--- config.mk ---
export PLATFORM = sky130hd
export DESIGN_NAME = zvs_bridge_seq
export DESIGN_NICKNAME = d
export VERILOG_FILES = /design/src/rtl/zvs_seq_pkg.sv /design/src/rtl/zvs_ramp_osc.sv /design/src/rtl/zvs_upper_steer.sv /design/src/rtl/zvs_lower_mod.sv /design/src/rtl/zvs_bridge_seq.sv
export SDC_FILE = /design/constraint.sdc
export NUM_CORES = 1
export LEC_CHECK = 0
export ABC_CLOCK_PERIOD_IN_PS = 7350
export BUFFER_PORTS_ARGS = -buffer_cell sky130_fd_sc_hd__buf_2
export CAP_MARGIN = 10
export CELL_PAD_IN_SITES_DETAIL_PLACEMENT = 1
export CELL_PAD_IN_SITES_GLOBAL_PLACEMENT = 2
export CORE_ASPECT_RATIO = 0.8
export CORE_MARGIN = 4
export CORE_UTILIZATION = 34
export DETAILED_ROUTE_END_ITERATION = 10
export PLACE_DENSITY_LB_ADDON = 0.08
export SYNTH_ARGS = -nofsm -noshare
export SYNTH_HDL_FRONTEND = slang
export SYNTH_HIERARCHICAL = 1
export SYNTH_SLANG_ARGS = --single-unit
--- constraint.sdc ---
create_clock -name clk -period 7.35 [get_ports clk]
set_clock_uncertainty 0.2 [all_clocks]
set_input_delay 1.47 -clock clk [delete_from_list [all_inputs] [get_ports clk]]
set_output_delay 1.47 -clock clk [all_outputs]
set_load 0.02 [all_outputs]
--- src/rtl/zvs_seq_pkg.sv ---
// Shared types for the full-bridge drive sequencer.
package zvs_seq_pkg;

    // Oscillator phase: idle after reset, ramp (charge), then deadtime.
    typedef enum logic [1:0] {
        PH_IDLE   = 2'd0,
        PH_CHARGE = 2'd1,
        PH_DEAD   = 2'd2
    } osc_phase_t;

endpackage

--- src/rtl/zvs_ramp_osc.sv ---
// Digital sawtooth oscillator. It steps through a charge phase and a deadtime
// phase, and captures the configuration at each charge start.
// Assumes: inputs are synchronous to clk. Zero lengths are raised to one.
module zvs_ramp_osc
    import zvs_seq_pkg::*;
#(
    parameter int CNT_W  = 8,
    parameter int FRAC_W = 4
) (
    input  logic              clk,
    input  logic              rst_n,
    input  logic [CNT_W-1:0]  charge_len,
    input  logic [CNT_W-1:0]  dead_len,
    input  logic [CNT_W-1:0]  duty_cmp,
    input  logic [FRAC_W:0]   res_frac,
    output osc_phase_t        phase,
    output logic [CNT_W-1:0]  cnt,
    output logic [CNT_W-1:0]  dead_q,
    output logic [CNT_W-1:0]  duty_q,
    output logic [CNT_W-1:0]  res_q,
    output logic              period_end
);

    localparam int FULL   = 1 << FRAC_W;
    localparam int PROD_W = CNT_W + FRAC_W + 1;

    logic [CNT_W-1:0]  charge_q;
    logic [CNT_W-1:0]  charge_eff;
    logic [CNT_W-1:0]  dead_eff;
    logic [FRAC_W:0]   frac_eff;
    logic [PROD_W-1:0] prod;
    logic [PROD_W-1:0] prod_shift;
    logic [CNT_W-1:0]  res_next;
    logic              load_cfg;
    logic              charge_end;

    // Clamp the lengths and the fraction, and scale the deadtime to get the resonant delay.
    always_comb begin
        charge_eff = (charge_len == '0) ? CNT_W'(1) : charge_len;
        dead_eff   = (dead_len == '0) ? CNT_W'(1) : dead_len;
        frac_eff   = (res_frac > (FRAC_W+1)'(FULL)) ? (FRAC_W+1)'(FULL) : res_frac;
        prod       = PROD_W'(frac_eff) * PROD_W'(dead_eff);
        prod_shift = prod >> FRAC_W;
        res_next   = prod_shift[CNT_W-1:0];
    end

    // Decode the phase boundaries.
    always_comb begin
        charge_end = (phase == PH_CHARGE) && (cnt == charge_q - CNT_W'(1));
        period_end = (phase == PH_DEAD) && (cnt == dead_q - CNT_W'(1));
        load_cfg   = (phase == PH_IDLE) || period_end;
    end

    // Advance the phase and the ramp counter.
    always_ff @(posedge clk) begin
        if (!rst_n) begin
            phase <= PH_IDLE;
            cnt   <= '0;
        end else begin
            unique case (phase)
                PH_IDLE: begin
                    phase <= PH_CHARGE;
                    cnt   <= '0;
                end
                PH_CHARGE: begin
                    if (charge_end) begin
                        phase <= PH_DEAD;
                        cnt   <= '0;
                    end else begin
                        cnt <= cnt + CNT_W'(1);
                    end
                end
                PH_DEAD: begin
                    if (period_end) begin
                        phase <= PH_CHARGE;
                        cnt   <= '0;
                    end else begin
                        cnt <= cnt + CNT_W'(1);
                    end
                end
                default: begin
                    phase <= PH_IDLE;
                    cnt   <= '0;
                end
            endcase
        end
    end

    // Capture the configuration only as a charge phase begins.
    always_ff @(posedge clk) begin
        if (!rst_n) begin
            charge_q <= CNT_W'(1);
            dead_q   <= CNT_W'(1);
            duty_q   <= '0;
            res_q    <= '0;
        end else if (load_cfg) begin
            charge_q <= charge_eff;
            dead_q   <= dead_eff;
            duty_q   <= duty_cmp;
            res_q    <= res_next;
        end
    end


    ramp_in_range_chk: assert property (@(posedge clk) disable iff (!rst_n)
        (phase == PH_CHARGE) |-> (cnt < charge_q));


    dead_in_range_chk: assert property (@(posedge clk) disable iff (!rst_n)
        (phase == PH_DEAD) |-> (cnt < dead_q));


    cfg_hold_chk: assert property (@(posedge clk) disable iff (!rst_n)
        ((phase == PH_DEAD) || (phase == PH_CHARGE && cnt != '0))
            |-> ($stable(duty_q) && $stable(res_q) && $stable(dead_q)));


    res_bound_chk: assert property (@(posedge clk) disable iff (!rst_n)
        (phase != PH_IDLE) |-> (res_q <= dead_q));

endmodule

--- src/rtl/zvs_upper_steer.sv ---
// Upper bridge steering. It holds the active-pair flag and produces the
// complementary 50% upper commands, swapped early inside the deadtime by the
// resonant delay. Assumes: res_q never exceeds dead_q.
module zvs_upper_steer
    import zvs_seq_pkg::*;
#(
    parameter int CNT_W = 8
) (
    input  logic              clk,
    input  logic              rst_n,
    input  osc_phase_t        phase,
    input  logic [CNT_W-1:0]  cnt,
    input  logic [CNT_W-1:0]  dead_q,
    input  logic [CNT_W-1:0]  res_q,
    input  logic              period_end,
    output logic              ul_pair,
    output logic              up_l,
    output logic              up_r
);

    logic in_win;
    logic running;
    logic left_on;

    // Flip the active pair at the end of every oscillator period.
    always_ff @(posedge clk) begin
        if (!rst_n) begin
            ul_pair <= 1'b1;
        end else if (period_end) begin
            ul_pair <= ~ul_pair;
        end
    end

    // Swap the uppers inside the trailing res_q cycles of the deadtime.
    always_comb begin
        in_win  = (phase == PH_DEAD) && (res_q != '0) && (cnt >= dead_q - res_q);
        running = (phase != PH_IDLE);
        left_on = ul_pair ^ in_win;
        up_l    = running && left_on;
        up_r    = running && !left_on;
    end


    up_edge_place_chk: assert property (@(posedge clk) disable iff (!rst_n)
        (!$stable(up_l) && $past(phase) != PH_IDLE)
            |-> ((phase == PH_DEAD) || (phase == PH_CHARGE && cnt == '0)));


    swap_done_chk: assert property (@(posedge clk) disable iff (!rst_n)
        ((phase == PH_CHARGE) && (cnt == '0) && ($past(phase) == PH_DEAD))
            |-> (up_l == ul_pair));

endmodule

--- src/rtl/zvs_lower_mod.sv ---
// Lower bridge modulator. In each charge phase it produces one trailing-edge
// pulse and steers it to the lower switch diagonal to the active upper.
// A terminate request ends the pulse early.
// Assumes: term_req is synchronous to clk.
module zvs_lower_mod
    import zvs_seq_pkg::*;
#(
    parameter int CNT_W = 8
) (
    input  logic              clk,
    input  logic              rst_n,
    input  osc_phase_t        phase,
    input  logic [CNT_W-1:0]  cnt,
    input  logic [CNT_W-1:0]  duty_q,
    input  logic              term_req,
    input  logic              ul_pair,
    output logic              lo_l,
    output logic              lo_r
);

    logic kill_q;
    logic pulse;

    // Remember a terminate request until the current charge phase ends.
    always_ff @(posedge clk) begin
        if (!rst_n) begin
            kill_q <= 1'b0;
        end else begin
            kill_q <= (phase == PH_CHARGE) && (term_req || kill_q);
        end
    end

    // Compare the ramp with the duty value and steer the pulse to the active side.
    always_comb begin
        pulse = (phase == PH_CHARGE) && (cnt < duty_q) && !kill_q;
        lo_r  = pulse && ul_pair;
        lo_l  = pulse && !ul_pair;
    end


    lo_exclusive_chk: assert property (@(posedge clk) disable iff (!rst_n)
        !(lo_l && lo_r));


    term_kill_chk: assert property (@(posedge clk) disable iff (!rst_n)
        ((phase == PH_CHARGE) && term_req) |=> (!lo_l && !lo_r));


    zero_duty_chk: assert property (@(posedge clk) disable iff (!rst_n)
        (duty_q == '0) |-> (!lo_l && !lo_r));

endmodule

--- src/rtl/zvs_bridge_seq.sv ---
// Top level of the full-bridge drive sequencer. It ties the oscillator, the
// upper steering and the lower modulator together.
// Assumes: all inputs are synchronous to clk. Reset is synchronous and active low.
module zvs_bridge_seq
    import zvs_seq_pkg::*;
#(
    parameter int CNT_W  = 8,
    parameter int FRAC_W = 4
) (
    input  logic              clk,
    input  logic              rst_n,
    input  logic [CNT_W-1:0]  charge_len,
    input  logic [CNT_W-1:0]  dead_len,
    input  logic [CNT_W-1:0]  duty_cmp,
    input  logic [FRAC_W:0]   res_frac,
    input  logic              term_req,
    output logic              up_l,
    output logic              up_r,
    output logic              lo_l,
    output logic              lo_r
);

    osc_phase_t       phase;
    logic [CNT_W-1:0] cnt;
    logic [CNT_W-1:0] dead_q;
    logic [CNT_W-1:0] duty_q;
    logic [CNT_W-1:0] res_q;
    logic             period_end;
    logic             ul_pair;

    zvs_ramp_osc #(.CNT_W(CNT_W), .FRAC_W(FRAC_W)) u_osc (
        .clk        (clk),
        .rst_n      (rst_n),
        .charge_len (charge_len),
        .dead_len   (dead_len),
        .duty_cmp   (duty_cmp),
        .res_frac   (res_frac),
        .phase      (phase),
        .cnt        (cnt),
        .dead_q     (dead_q),
        .duty_q     (duty_q),
        .res_q      (res_q),
        .period_end (period_end)
    );

    zvs_upper_steer #(.CNT_W(CNT_W)) u_upper (
        .clk        (clk),
        .rst_n      (rst_n),
        .phase      (phase),
        .cnt        (cnt),
        .dead_q     (dead_q),
        .res_q      (res_q),
        .period_end (period_end),
        .ul_pair    (ul_pair),
        .up_l       (up_l),
        .up_r       (up_r)
    );

    zvs_lower_mod #(.CNT_W(CNT_W)) u_lower (
        .clk      (clk),
        .rst_n    (rst_n),
        .phase    (phase),
        .cnt      (cnt),
        .duty_q   (duty_q),
        .term_req (term_req),
        .ul_pair  (ul_pair),
        .lo_l     (lo_l),
        .lo_r     (lo_r)
    );


    reset_quiet_chk: assert property (@(posedge clk)
        !rst_n |=> !(up_l || up_r || lo_l || lo_r));


    dead_low_chk: assert property (@(posedge clk) disable iff (!rst_n)
        (phase == PH_DEAD) |-> (!lo_l && !lo_r));


    diag_right_chk: assert property (@(posedge clk) disable iff (!rst_n)
        lo_r |-> (up_l && !up_r));


    diag_left_chk: assert property (@(posedge clk) disable iff (!rst_n)
        lo_l |-> (up_r && !up_l));


    up_compl_chk: assert property (@(posedge clk) disable iff (!rst_n)
        (phase != PH_IDLE) |-> (up_l != up_r));

endmodule

# ---- Yosys cells after proc, flatten, opt, wreduce, memory -nomap -nowiden
# Cells that the tools add are included.
dict set report totals {
  wordCells 55
  register_bits 44
  in_bits 32
}
dict set report op_classes {
  addsub 4
  n_eq_ne 6
  n_mul 1
  magnitude_cmp 3
  muxes 9
  n_reduce_logical 22
  bitwise_logic 2
}
# op n
set op_table {}
lappend op_table {{$mux W8} 4}
lappend op_table {{$eq A8 B8 Y1} 2}
lappend op_table {{$logic_not A8 Y1} 2}
lappend op_table {{$pmux W8 S2} 1}
lappend op_table {{$sub A8 B1 Y8 const B} 2}
lappend op_table {{$mul A5 B8 Y12} 1}
lappend op_table {{$logic_and A1 B1 Y1} 11}
lappend op_table {{$add A8 B1 Y8 const B} 1}
lappend op_table {{$ge A8 B8 Y1} 1}
lappend op_table {{$lt A8 B8 Y1} 1}
lappend op_table {{$reduce_bool A8 Y1} 1}
lappend op_table {{$sub A8 B8 Y8} 1}
lappend op_table {{$pmux W2 S3} 1}
lappend op_table {{$gt A5 B5 Y1 const B} 1}
lappend op_table {{$mux W5} 1}
lappend op_table {{$mux W2} 2}
lappend op_table {{$ne A2 B2 Y1 const B} 2}
lappend op_table {{$logic_not A1 Y1} 3}
lappend op_table {{$eq A2 B1 Y1 const B} 1}
lappend op_table {{$eq A2 B2 Y1 const B} 1}
lappend op_table {{$logic_not A2 Y1} 1}
lappend op_table {{$logic_or A1 B1 Y1} 2}
lappend op_table {{$reduce_and A2 Y1} 1}
lappend op_table {{$reduce_bool A2 Y1} 1}
lappend op_table {{2 further kinds} 2}

# ---- Logic depth before layout (Yosys ltp)
dict set report depth {
  word_depth 6
  depth_mapped 16
}

# ---- Cells and area by module
# Netlist, hierarchy kept.
# mod n_inst cells_per_inst area_each_um2
set by_module_without_submodules {}
lappend by_module_without_submodules {zvs_ramp_osc 1 399 3382.0}
lappend by_module_without_submodules {zvs_upper_steer 1 73 584.3}
lappend by_module_without_submodules {zvs_lower_mod 1 29 227.7}

# ---- Least setup slack after synthesis
# No wires, ideal clock.
dict set report synth_path {
  path_kind {in2reg}
  from {in res_frac[4]}
  to {reg u_osc.res_q[7]}
  path_slack_ps 1999
  path_stages 15
  t_required_ps 7055
  arrival_ps 5055
  cell_sequence {clkbuf_1 > nor2b_1 > and2_1 > fa_1 > fa_1 > inv_1 > fa_1 > inv_1 > ha_1 > a21o_1 > nand2_1 > o21ai_0 > a211o_1 > xnor2_1 > a221oi_1}
}
dict set report synth_between {
  elab_chain_cells 3
}
# element line_no
set synth_lines {}
lappend synth_lines {{from (decl)} zvs_bridge_seq.sv:15} ;# input logic [FRAC_W:0] res_frac,
lappend synth_lines {{$gt A5 B5 Y1} zvs_ramp_osc.sv:41} ;# frac_eff = (res_frac > (FRAC_W+1)'(FULL)) ? (FRAC_W+1)'(FULL) : res_frac;
lappend synth_lines {{$mux W5 *} zvs_ramp_osc.sv:41}
lappend synth_lines {{$mul A5 B8 Y12 *} zvs_ramp_osc.sv:42} ;# prod = PROD_W'(frac_eff) * PROD_W'(dead_eff);
lappend synth_lines {{to (signal assigned)} zvs_ramp_osc.sv:100} ;# res_q <= res_next;
lappend synth_lines {{to (decl)} zvs_ramp_osc.sv:20} ;# output logic [CNT_W-1:0] res_q,
# Every way passes the cells marked *; elsewhere a longest branch is shown, timed or not.
# A chain may end at the register's enable or synchronous reset.

# ---- Worst setup path after layout
dict set report layout_path {
  from {in dead_len[4]}
  to {reg u_osc.res_q[7]}
}
dict set report layout_between {
  elab_chain_cells 3
}
# element line_no
set layout_lines {}
lappend layout_lines {{from (decl)} zvs_bridge_seq.sv:13} ;# input logic [CNT_W-1:0] dead_len,
lappend layout_lines {{$logic_not A8 Y1} zvs_ramp_osc.sv:40} ;# dead_eff = (dead_len == '0) ? CNT_W'(1) : dead_len;
lappend layout_lines {{$mux W8 *} zvs_ramp_osc.sv:40}
lappend layout_lines {{$mul A5 B8 Y12 *} zvs_ramp_osc.sv:42}
# Marked as above.

==> summary.txt <==
STA
  – Final Hold Viols: 0
  – Slew @ Worst Pin: 1120 ps
  – Setup ws final: 1700 ps
  – Fin crit share: 0.768
  – Setup TNS: 0 ps
  – Worst hold slack: 261 ps
  – RSZ-0062 raised after global routing: false
  – Final setup vio count: 0
  – Max Transition Viols Final: 0
  – Worst slew margin: 0.246
  – FMAX: around 180 MHz
  – Minimum clock period: between 5000 and 6000 ps

Outcome
  – Run status: completed

Clocking
  – Clock root buffer: clkbuf_16
  – Largest buffer count on any clock path: 2
  – Clock sink total: 44
  – CTS buffer count: 5
  – Reg clk slew, reported paths: ~60 ps
  – Clock latency on the worst-skew pair: 290 ps
  – H-tree Lvls: 2
  – Post-CTS setup buffer count: 0
  – CTS tree: done
  – Post-cts resize count: 0
  – CTS Hold Buffers Added: 0

Floorplan
  – Num rows: 35
  – Core area: approximately 0.012 sq mm
  – Die Height: 107 um
  – Die W: 132 um
  – I/O pin total: 36
  – Initial Util: 0.356
  – Die area: between 0.01 and 0.015 sq mm

Layout
  – Most frequent cells in the layout: nand2_1, inv_1, ha_1, dfxtp_1, buf_2
  – Post-route cell area: 0.00463 sq mm
  – Area growth from synthesis to layout: 10.5%
  – Fill count: 1416
  – Ant diodes: 0
  – Commonest non-fill, non-tap cell in the layout: nand2_1
  – Nets: around 620
  – Ratio of cells with drive above 1 in the final layout: 0.108

Setup path
  – Flop-to-flop setup slack: around 4300 ps
  – Critical Path AT: between 5000 and 6000 ps
  – CP Max Fanout: 7
  – Crit path to: u_osc/res_q[7]
  – Worst Reg2Reg Path Length in Cells: 9
  – CP Launch Point: dead_len[4]
  – CP required: 7350 ps
  – Critical Path Source Type: input port
  – CP Capture Type: flop
  – WS Path Type: input port to flop
  – Worst r2r dst: u_osc/res_q[5]
  – FF-to-FF Start: u_osc/dead_q[0]

Routing
  – DRT Pass-1 Iters: 4
  – Vias per cell: between 5 and 6
  – Drt first-iter violations: about 130
  – Wirelength, routed: 11000 um
  – Antenna Nets Post-Route: 0
  – Residual DRC: 0
  – Via Count: 3455
  – Wire length per cell: 16.3 um

Logic synthesis
  – Cells after synthesis: 501
  – Mapped Nets: 596
  – Library cells used by synthesis: 56
  – Number of synthesized flops with an enable pin: 0
  – Post-synthesis sequential area ratio: 0.210
  – Mapped Avg Cell Area: 8.37 sq um
  – Main synth FF type: dfxtp_1
  – Post-Syn Area: between 0.004 and 0.005 sq mm
  – Yosys warns: 6
  – Asr flop ratio synth: 0
  – Post-synthesis register bit count: 44

Job
  – Maxcap violations: 0

Pwr
  – Leak: 2.07 nW
  – Internal: 826 uW
  – Clk pwr share: 0.153
  – Power Density: between 300 and 400 mW/mm^2
  – Combinational share of power: 0.584
  – Final Power: around 1.5 mW
  – Switching fraction of total power: 0.452
  – Sw power: about 680 uW
  – Seq pwr share: 0.263
  – VDD IR max: 0.120 mV

GRT
  – Grt total ovfl: 0
  – First-pass GRT wire length: 18600 um
  – Largest net degree at the start of global routing: 63
  – Antenna violations before repair: 0
  – Vias in the first global route: 3611
  – GRT Util Overall: 0.163

Worst hold path
  – Hold Crit Class: flop to flop

Placed design
  – DP Wirelength: 8880 um
  – Pre-CTS worst setup slack: 1420 ps
  – Port bufs: 35
  – Post-DP Area: 0.00449 sq mm
  – GPL Wtd Cong: ~0.82
-- how the worst min path moves through the flow --
| stage | start | to | slack, ps | depth (start not counted) |
|---|---|---|---|---|
| 5_1_grt | u_osc/duty_q[5] | u_osc/duty_q[5] | 290 | 2 |
| 2_1_floorplan | u_osc/duty_q[0] | u_osc/duty_q[0] | 230 | 2 |
| 6_report | u_osc/duty_q[0] | u_osc/duty_q[0] | 260 | 2 |
| 3_5_place_dp | u_osc/duty_q[0] | u_osc/duty_q[0] | 250 | 2 |
| 3_3_place_gp | u_osc/duty_q[0] | u_osc/duty_q[0] | 240 | 2 |
| 4_1_cts | u_osc/duty_q[0] | u_osc/duty_q[0] | 270 | 2 |
-- kinds of logic after synthesis --
kind of cell / Yosys count / share of synthesized area
XOR/XNOR: 44 / 0.0919
adder cells (fa/ha/maj): 63 / 0.218
multiplexers: 31 / 0.0740
AO/OA/AOI/OAI: 69 / 0.129
buffers and inverters: 68 / 0.0662
AND/OR/NAND/NOR: 182 / 0.211
flip-flops: 44 / 0.210
-- routing by layer --
metal | vias up | global-route usage | share of wire
met3 | 11 | 0.0262 | 0.049
met2 | 41 | 0.239 | 0.41
met4 | 0 | 0.0408 | 0.013
li1 | 1739 | - | -
met1 | 1664 | 0.247 | 0.53
met5 | - | 0 | 0
-- area by class of cell --
cell class	instances	area, sq um	area share
multi-input cells	389	3040	0.657
flip-flops and latches	44	881	0.190
repair buffers	37	190	0.0410
inverters	50	188	0.0405
well taps	148	185	0.0400
clock buffers	8	146	0.0316
-- cells in the mapped netlist, drive strengths merged, types with 3 or more instances --
master,n,area (sq um)
ha,46,576
or3,4,25.0
o21bai,3,22.5
xor2,14,123
and3,5,31.3
xnor2,30,263
nand3,10,50.1
mux2i,31,310
buf,7,48.8
fa,17,340
nor2,18,67.6
a2111oi,3,45.1
nand2b,3,18.8
o21ai,7,35.0
nor3,8,45.0
a211oi,13,108
a21oi,16,87.6
dfxtp,44,881
inv,50,188
and2,19,119
clkbuf,11,41.3
a21o,6,45.0
nor4,7,50.1
nand2,87,327
nor2b,11,68.8
-- through the flow --
stage,util,instances
floorplan,-,501
global placement,0.381,668
detailed placement,0.381,668
CTS,0.393,676
global route,0.393,676
finish,0.393,676
-- flip-flops by register name (all words and copies together), names as in the netlist --
register	count
u_osc/duty_q	8
u_osc/charge_q	8
u_osc/cnt	8
u_upper/ul_pair	1
u_osc/res_q	8
u_osc/dead_q	8
u_lower/kill_q	1
u_osc/phase	2
-- power groups by stage --
stage | Combinational [mW] | Clock [mW] | Sequential, mW
finish | 0.879 | 0.231 | 0.396
floorplan | 0.715 | 0 | 0.367
global placement | 0.869 | 0 | 0.402
detailed placement | 0.883 | 0 | 0.404
CTS | 0.890 | 0.241 | 0.399
global route | 0.987 | 0.251 | 0.411
-- worst max-delay path, cell delays in order --
cell      delay [ps]
buf_2            140
nor4_1           390
a21oi_1          190
nand2b_1         210
fa_1             510
fa_1             540
inv_1             50
fa_1             470
ha_1             340
inv_1             50
o31a_1           360
o21ai_0          380
a211o_1          200
xnor2_1           70
a221oi_1         270
Power figures use the tool's default switching activity.
